--- src/rtl/fid_pkg.sv ---
// Package: shared types for the identification-mode command decoder.
// Assumes nothing beyond the command sequencer being its only user.
package fid_pkg;
    typedef enum logic [1:0] {
        SEQ_IDLE  = 2'd0,
        SEQ_STEP1 = 2'd1,
        SEQ_STEP2 = 2'd2,
        SEQ_ID    = 2'd3
    } seq_state_t;
endpackage

--- src/rtl/fid_cmd_seq.sv ---
// Command sequencer: tracks unlock writes and enters/leaves identification mode.
// Assumes one write per strobe cycle; only the low CMP_W address bits matter for unlock.
module fid_cmd_seq
    import fid_pkg::*;
#(
    parameter int          CMP_W     = 11,
    parameter logic [10:0] UNL_ADDR1 = 11'h555,
    parameter logic [10:0] UNL_ADDR2 = 11'h2AA,
    parameter logic [7:0]  UNL_DATA1 = 8'hAA,
    parameter logic [7:0]  UNL_DATA2 = 8'h55,
    parameter logic [7:0]  CMD_ID    = 8'h90,
    parameter logic [7:0]  CMD_EXIT  = 8'hF0
) (
    input  logic             clk,
    input  logic             rst_n,
    input  logic             wr_en,
    input  logic [CMP_W-1:0] wr_addr_lo,
    input  logic             wr_bank,
    input  logic [7:0]       wr_data,
    output logic             id_active,
    output logic             id_bank
);
    seq_state_t state, state_nxt;
    logic       step1_hit, step2_hit;

    assign step1_hit = (wr_addr_lo == UNL_ADDR1[CMP_W-1:0]) && (wr_data == UNL_DATA1);
    assign step2_hit = (wr_addr_lo == UNL_ADDR2[CMP_W-1:0]) && (wr_data == UNL_DATA2);

    // Next-state decode for each write strobe.
    always_comb begin
        state_nxt = state;
        if (wr_en) begin
            unique case (state)
                SEQ_IDLE:  state_nxt = step1_hit ? SEQ_STEP1 : SEQ_IDLE;
                SEQ_STEP1: state_nxt = step2_hit ? SEQ_STEP2 : SEQ_IDLE;
                SEQ_STEP2: state_nxt = (wr_data == CMD_ID) ? SEQ_ID : SEQ_IDLE;
                SEQ_ID:    state_nxt = (wr_data == CMD_EXIT) ? SEQ_IDLE : SEQ_ID;
                default:   state_nxt = SEQ_IDLE;
            endcase
        end
    end

    // State register.
    always_ff @(posedge clk) begin
        if (!rst_n) state <= SEQ_IDLE;
        else        state <= state_nxt;
    end

    // Bank capture on the command write that enters the mode.
    always_ff @(posedge clk) begin
        if (!rst_n)
            id_bank <= 1'b0;
        else if (wr_en && state == SEQ_STEP2 && wr_data == CMD_ID)
            id_bank <= wr_bank;
    end

    assign id_active = (state == SEQ_ID);

    a_r2_entry: assert property (@(posedge clk) disable iff (!rst_n)
        (wr_en && state == SEQ_STEP2 && wr_data == CMD_ID) |=> (id_active && id_bank == $past(wr_bank)));
    a_r3_bad_step: assert property (@(posedge clk) disable iff (!rst_n)
        (wr_en && state == SEQ_STEP1 && !step2_hit) |=> (state == SEQ_IDLE));
    a_r8_exit: assert property (@(posedge clk) disable iff (!rst_n)
        (id_active && wr_en && wr_data == CMD_EXIT) |=> !id_active);
    a_r11_ignore: assert property (@(posedge clk) disable iff (!rst_n)
        (id_active && !(wr_en && wr_data == CMD_EXIT)) |=> (id_active && $stable(id_bank)));
endmodule

--- src/rtl/fid_prot_reg.sv ---
// Protect register: one write-protect bit per block, loaded in one go.
// Assumes the loader presents all bits together with the load strobe.
module fid_prot_reg #(
    parameter int NBLK = 16
) (
    input  logic            clk,
    input  logic            rst_n,
    input  logic            load,
    input  logic [NBLK-1:0] value,
    output logic [NBLK-1:0] bits
);
    // Clear on reset, copy on load.
    always_ff @(posedge clk) begin
        if (!rst_n)    bits <= '0;
        else if (load) bits <= value;
    end

    a_r13_load: assert property (@(posedge clk) disable iff (!rst_n)
        load |=> (bits == $past(value)));
endmodule

--- src/rtl/fid_read_mux.sv ---
// Read path: picks identification codes, protect status or array data, registered.
// Assumes bank is the top address bit and blocks are indexed from BLK_LSB upward.
module fid_read_mux #(
    parameter int            ADDR_W  = 16,
    parameter int            DATA_W  = 16,
    parameter int            BLK_LSB = 12,
    parameter logic [15:0]   MFR_ID  = 16'h0037,
    parameter logic [15:0]   DEV_ID  = 16'h22B4,
    localparam int           NBLK    = 1 << (ADDR_W - BLK_LSB)
) (
    input  logic              clk,
    input  logic              rst_n,
    input  logic              rd_en,
    input  logic [ADDR_W-1:0] rd_addr,
    input  logic [DATA_W-1:0] array_data,
    input  logic              id_active,
    input  logic              id_bank,
    input  logic [NBLK-1:0]   prot_bits,
    output logic [DATA_W-1:0] rd_data
);
    logic [2:0]              sel;
    logic                    id_hit;
    logic [ADDR_W-BLK_LSB-1:0] blk_idx;
    logic [DATA_W-1:0]       rd_nxt;

    assign sel     = {rd_addr[6], rd_addr[1], rd_addr[0]};
    assign id_hit  = id_active && (rd_addr[ADDR_W-1] == id_bank);
    assign blk_idx = rd_addr[ADDR_W-1:BLK_LSB];

    // Source selection for the read result.
    always_comb begin
        rd_nxt = array_data;
        if (id_hit) begin
            unique case (sel)
                3'b000:  rd_nxt = MFR_ID[DATA_W-1:0];
                3'b001:  rd_nxt = DEV_ID[DATA_W-1:0];
                3'b010:  rd_nxt = {{(DATA_W-1){1'b0}}, prot_bits[blk_idx]};
                default: rd_nxt = '0;
            endcase
        end
    end

    // Output register, updated only on a read strobe.
    always_ff @(posedge clk) begin
        if (!rst_n)     rd_data <= '0;
        else if (rd_en) rd_data <= rd_nxt;
    end

    a_r10_hold: assert property (@(posedge clk) disable iff (!rst_n)
        !rd_en |=> $stable(rd_data));
    a_r6_upper_zero: assert property (@(posedge clk) disable iff (!rst_n)
        (rd_en && id_hit && sel == 3'b010) |=> (rd_data[DATA_W-1:1] == '0));
    a_r7_other_bank: assert property (@(posedge clk) disable iff (!rst_n)
        (rd_en && !id_hit) |=> (rd_data == $past(array_data)));
endmodule

--- src/rtl/flash_idmode_decoder.sv ---
// Top: identification-mode command decoder for a two-bank NOR-style memory.
// Assumes word addressing, bank on the top address bit, blocks from bit BLK_LSB up.
module flash_idmode_decoder #(
    parameter int          ADDR_W  = 16,
    parameter int          DATA_W  = 16,
    parameter int          BLK_LSB = 12,
    parameter int          CMP_W   = 11,
    parameter logic [15:0] MFR_ID  = 16'h0037,
    parameter logic [15:0] DEV_ID  = 16'h22B4,
    localparam int         NBLK    = 1 << (ADDR_W - BLK_LSB)
) (
    input  logic              clk,
    input  logic              rst_n,
    input  logic              wr_en,
    input  logic [ADDR_W-1:0] wr_addr,
    input  logic [7:0]        wr_data,
    input  logic              rd_en,
    input  logic [ADDR_W-1:0] rd_addr,
    input  logic [DATA_W-1:0] array_data,
    input  logic              prot_load,
    input  logic [NBLK-1:0]   prot_value,
    output logic [DATA_W-1:0] rd_data,
    output logic              id_active,
    output logic              id_bank
);
    logic [NBLK-1:0] prot_bits;

    fid_cmd_seq #(.CMP_W(CMP_W)) u_seq (
        .clk        (clk),
        .rst_n      (rst_n),
        .wr_en      (wr_en),
        .wr_addr_lo (wr_addr[CMP_W-1:0]),
        .wr_bank    (wr_addr[ADDR_W-1]),
        .wr_data    (wr_data),
        .id_active  (id_active),
        .id_bank    (id_bank)
    );

    fid_prot_reg #(.NBLK(NBLK)) u_prot (
        .clk   (clk),
        .rst_n (rst_n),
        .load  (prot_load),
        .value (prot_value),
        .bits  (prot_bits)
    );

    fid_read_mux #(
        .ADDR_W (ADDR_W),
        .DATA_W (DATA_W),
        .BLK_LSB(BLK_LSB),
        .MFR_ID (MFR_ID),
        .DEV_ID (DEV_ID)
    ) u_rd (
        .clk        (clk),
        .rst_n      (rst_n),
        .rd_en      (rd_en),
        .rd_addr    (rd_addr),
        .array_data (array_data),
        .id_active  (id_active),
        .id_bank    (id_bank),
        .prot_bits  (prot_bits),
        .rd_data    (rd_data)
    );

    a_r1_reset: assert property (@(posedge clk)
        !rst_n |=> (!id_active && !id_bank && rd_data == '0));
endmodule

--- config.mk ---
export PLATFORM = sky130hd
export DESIGN_NAME = flash_idmode_decoder
export DESIGN_NICKNAME = d
export VERILOG_FILES = /design/src/rtl/fid_pkg.sv /design/src/rtl/fid_cmd_seq.sv /design/src/rtl/fid_prot_reg.sv /design/src/rtl/fid_read_mux.sv /design/src/rtl/flash_idmode_decoder.sv
export SDC_FILE = /design/constraint.sdc
export NUM_CORES = 1
export LEC_CHECK = 0
export BUFFER_PORTS_ARGS = -buffer_cell sky130_fd_sc_hd__buf_2
export CORE_MARGIN = 5
export CORE_UTILIZATION = 41
export CTS_CLUSTER_DIAMETER = 60
export DETAILED_ROUTE_END_ITERATION = 6
export PLACE_DENSITY = 0.76
export REMOVE_ABC_BUFFERS = 1
export SYNTH_ARGS = -nofsm -noshare
export SYNTH_HDL_FRONTEND = slang
export SYNTH_SLANG_ARGS = --single-unit
export TNS_END_PERCENT = 100
--- constraint.sdc ---
create_clock -name clk -period 4.1 [get_ports clk]
set_input_delay 0.41 -clock clk [delete_from_list [all_inputs] [get_ports clk]]
set_output_delay 0.41 -clock clk [all_outputs]
set_load 0.01 [all_outputs]
### After elaboration in Yosys (flattened, before gate mapping)

Index checks and enable logic that the tools add are counted.

* register bits: 35
* word-level logic and storage cells: 33

* magnitude comparators: 1
* equal/unequal tests: 12
* multiplexer cells: 9
* reduce and logical (&&, ||, !) cells: 7

Operators with widths (count)
* one-hot mux 14 bit (3 select lines): 1
* == test 8 bit (second input constant): 3
* 2-to-1 mux 16 bit: 1
* == test 11 x 10 -> 1 bit (second input constant): 1
* == test 11 bit (second input constant): 1
* == test 8 x 7 -> 1 bit (second input constant): 1
* one-hot mux 2 bit (4 select lines): 1
* 2-to-1 mux 2 bit: 3
* logical AND 1 bit: 5
* less-than comparator 4 x 5 -> 1 bit (second input constant): 1
* binary-select mux 1 bit (select 4 bit): 1
* == test 2 bit (second input constant): 2
* == test 3 x 1 -> 1 bit (second input constant): 1
* == test 3 x 2 -> 1 bit (second input constant): 1
* zero test 3 bit: 1
* == test 2 x 1 -> 1 bit (second input constant): 1
* zero test 2 bit: 1
* 2-to-1 mux 1 bit: 2
* == test 1 bit: 1

### Longest topological paths before layout

* depth after elaboration: 4
* gate-level depth with buffers: 6
* mapped depth without buffers: 5

### By module

Synthesis repeated with hierarchy kept, for this count alone.

* cells, all modules: 175
* area total of the unflattened synthesis: 1667.8 um^2

Modules (own cells, without submodules)
* fid_read_mux: times used 1, cells an instance 90, area an instance 779.5 um^2, seq. area each 320.3 um^2
* fid_prot_reg: times used 1, cells an instance 51, area an instance 615.6 um^2, seq. area each 320.3 um^2
* fid_cmd_seq: times used 1, cells an instance 34, area an instance 272.8 um^2, seq. area each 60.1 um^2

### Worst setup path before layout

Ideal clock, no wire load.

* path type: input port to flip-flop
* start: input port wr_data[1]
* end: register u_seq.state[1]
* arrival time: 1569 ps
* setup slack: 2398 ps
* stages: 4
* cells stage by stage: or3b_1 or4_1 a32oi_1 a311oi_1

* word-level cells in the longest chain between the ends: 4
* elaborated cells on any way between the ends: 8
* those cells by class: eq/ne: 3; mux: 4; reduce/logical: 1

RTL lines
* start, declared: RTL line flash_idmode_decoder.sv:16 `input logic [7:0] wr_data,`
* == test 8 x 7 -> 1 bit: RTL line fid_cmd_seq.sv:27 `assign step2_hit = (wr_addr_lo == UNL_ADDR2[CMP_W-1:0]) && (wr_data == UNL_DATA2);`
* logical AND 1 bit: RTL line fid_cmd_seq.sv:27
* 2-to-1 mux 2 bit: RTL line fid_cmd_seq.sv:35 `SEQ_STEP1: state_nxt = step2_hit ? SEQ_STEP2 : SEQ_IDLE;`
* one-hot mux 2 bit (4 select lines) *: RTL line fid_cmd_seq.sv:33 `unique case (state)`
* end signal, assigned: RTL line fid_cmd_seq.sv:46 `else state <= state_nxt;`
* end, declared: RTL line fid_cmd_seq.sv:23 `seq_state_t state, state_nxt;`

Every way passes the cells marked *; elsewhere a longest branch is shown, timed or not.
A chain may end at the register's enable or synchronous reset.

### Worst setup path in the final report

* start: register u_seq.state[0]
* end: register u_rd.rd_data[1]

* word-level cells in the longest chain between the ends: 3

RTL lines
* == test 2 bit: RTL line fid_cmd_seq.sv:57 `assign id_active = (state == SEQ_ID);`
* logical AND 1 bit: RTL line fid_read_mux.sv:27 `assign id_hit = id_active && (rd_addr[ADDR_W-1] == id_bank);`
* 2-to-1 mux 16 bit: RTL line fid_read_mux.sv:33 `if (id_hit) begin`
* end signal, assigned: RTL line fid_read_mux.sv:46 `else if (rd_en) rd_data <= rd_nxt;`
* end, declared: RTL line fid_read_mux.sv:19 `output logic [DATA_W-1:0] rd_data`

No other way between the ends.

==> results.yml <==
power:
  p_leak_nw: 1.019
  p_per_area_mw_per_mm2: 386.8
  vdd_ir_drop_max_mv: 0.2461
  p_total_mw: 0.8483
floorplan:
  start_util: 0.4335
  die_w_um: 72.92
  rows: 22
  die_height_um: 72.92
  fp.coreArea_mm2: 0.003744
  die-area_mm2: 0.005317
  ios: 95
route:
  vias: 1552
  wl_per_cell_um: 13.37
  drc: 0
  vias_per_cell: 5.105
  routed_wl_um: 4065
  ant_nets: 0
  firstDrtPassIters: 4
  drt-initial-drc-count: 79
placed_design:
  gp_congestion: 0.8105
  hpwl_um: 3128
  place_area_mm2: 0.002057
  dpl.cell_count: 296
  place_ws_ns: 2.162
  numPortBuffers: 81
final_layout:
  final_cell_mix: "buf_2 (81), dfxtp_1 (35), nor2_1 (20)"
  layout_commonest_cell: "buf_2"
  design_area_mm2: 0.002193
  area_delta_synth_final_pct: 35.16
  nFillCells: 369
  multi_input_area_um2: 883.3
  fin_util: 0.5859
  num-nets-final: 332
  instances_no_fill: 304
  layout-drive-gt1-share: 0.3828
  num_antenna_cells: 0
  register_area_um2: 700.7
clock_network:
  root_buffer: "clkbuf_8"
  path_clk_slew_ns: 0.07
  ctsResizeCount: 0
  cts-buffers-inserted: 5
  cts_hold_buf: 0
  htreeDepth: 2
  post-cts-setup-buffer-count: 0
  clock_latency_ns: 0.28
  clock-sinks: 35
  cts_max_path_buffers: 2
  tritoncts: "built"
logic_synthesis:
  yosys_warnings: 0
  synth_top_cell_area_share: 0.4318
  synth_edf_count: 0
  syn_inst: 175
  yosysUniqueCellTypes: 39
  yosys-top-cells-area: "dfxtp_1 (43%), mux2i_1 (12%), a21oi_1 (5.6%)"
  yosys.area.top_type: "dfxtp_1"
  yosysSeqAreaShare: 0.4318
  synth_area_mm2: 0.001623
  async_reset_ff_frac: 0
  synth_seq_cells: 35
  syn_area_per_cell_um2: 9.273
  synth_top_flop_cell: "dfxtp_1"
hold_path:
  min_from: "prot_value[7]"
  hold_path.class: "in2reg"
sta:
  fmax_mhz: 545.8
  slew_violations: 0
  fin_tns_setup_ns: 0
  fin_skew_ns: 0.003553
  finalHoldViolCount: 0
  grt_setup_unrepaired: "no"
  fin_hold_ws_ns: 0.3562
  setup_viol: 0
  maxSlewHeadroom: 0.6437
  worstMarginPinSlew_ns: 0.5331
  fin_ws_ns: 2.268
  fin_crit_ns: 1.832
  fin_crit_sh: 0.4469
critical_path:
  arrival_ns: 2.03
  crit_required_ns: 4.30
  startpoint: "u_seq.state[0]"
  cp_max_fo: 16
  endpoint_kind: "register"
  regToRegStartpoint: "u_seq.state[0]"
  cp-start-kind: "register"
  worstSetupPathType: "reg2reg"
global_routing:
  overflow: 0
  grt_usage: 0.1536
  antenna_found_initial: 0
  grt_pass1_wl_um: 6417
  grt_max_degree: 32
  first_global_vias: 1477
outcome:
  outcome: "completed"
job:
  drv_cap: 0
==> layer usage <==
layer  global-route usage  up-vias  routed length, um
met4              0.06148        0                 46
met1               0.1782      691               1678
li1                     -      799                  -
met2               0.2595       57               1942
met3              0.05096        5                397
met5                    0        -                  0
==> report_power, final <==
part	leakage, nW	internal, mW	total (mW)	switching [mW]
logic	0.666	0.0576	0.110	0.0520
clock network	0.0644	0.242	0.369	0.126
registers	0.289	0.360	0.370	0.0102
total	1.02	0.660	0.848	0.189
==> sequential cells by signal, summed over array words and instances (netlist names) <==
name,count
u_prot.bits,16
u_rd.rd_data,16
u_seq.id_bank,1
u_seq.state,2
==> cell type report <==
type | count | share of cell area
Timing Repair Buffer | 81 | 0.1848
Tap cell | 48 | 0.02738
Inverter | 2 | 0.003423
Sequential cell | 35 | 0.3195
Clock inverter | 3 | 0.03080
Clock buffer | 5 | 0.03137
Multi-Input combinational cell | 130 | 0.4027
==> cell families (layout without fill, tap and decap cells) <==
logic type | count (synthesis) | after routing | share of synthesized area
AO/OA/AOI/OAI | 38 | 38 | 0.1388
XOR/XNOR | 2 | 2 | 0.01080
multiplexers | 23 | 23 | 0.1658
buffers and inverters | 10 | 91 | 0.02390
AND/OR/NAND/NOR | 67 | 67 | 0.2290
flip-flops | 35 | 35 | 0.4318
==> synth_stat cells (all sizes together), types with 4 or more instances <==
cell	n
dfxtp	35
nor2	20
mux2i	19
a21oi	18
nand2	11
nand2b	9
nand3	8
o21ai	7
buf	4
clkbuf	4
==> worst max-delay path: stages, from the launching register on <==
cell and delay, ns:
dfxtp_1 0.47, nand2_1 0.15, inv_2 0.08, nand2_1 0.31, or3_1 0.48, a311oi_1 0.25
==> path summary, 6_finish.rpt <==
kind	to	slack, ns	cells past startpoint
min	u_prot.bits[7]	0.36	3
max	u_rd.rd_data[1]	2.27	5
max reg2reg	u_rd.rd_data[1]	2.27	5
min reg2reg	u_rd.rd_data[11]	0.47	2
No activity file was read; power rests on OpenSTA's default activity.
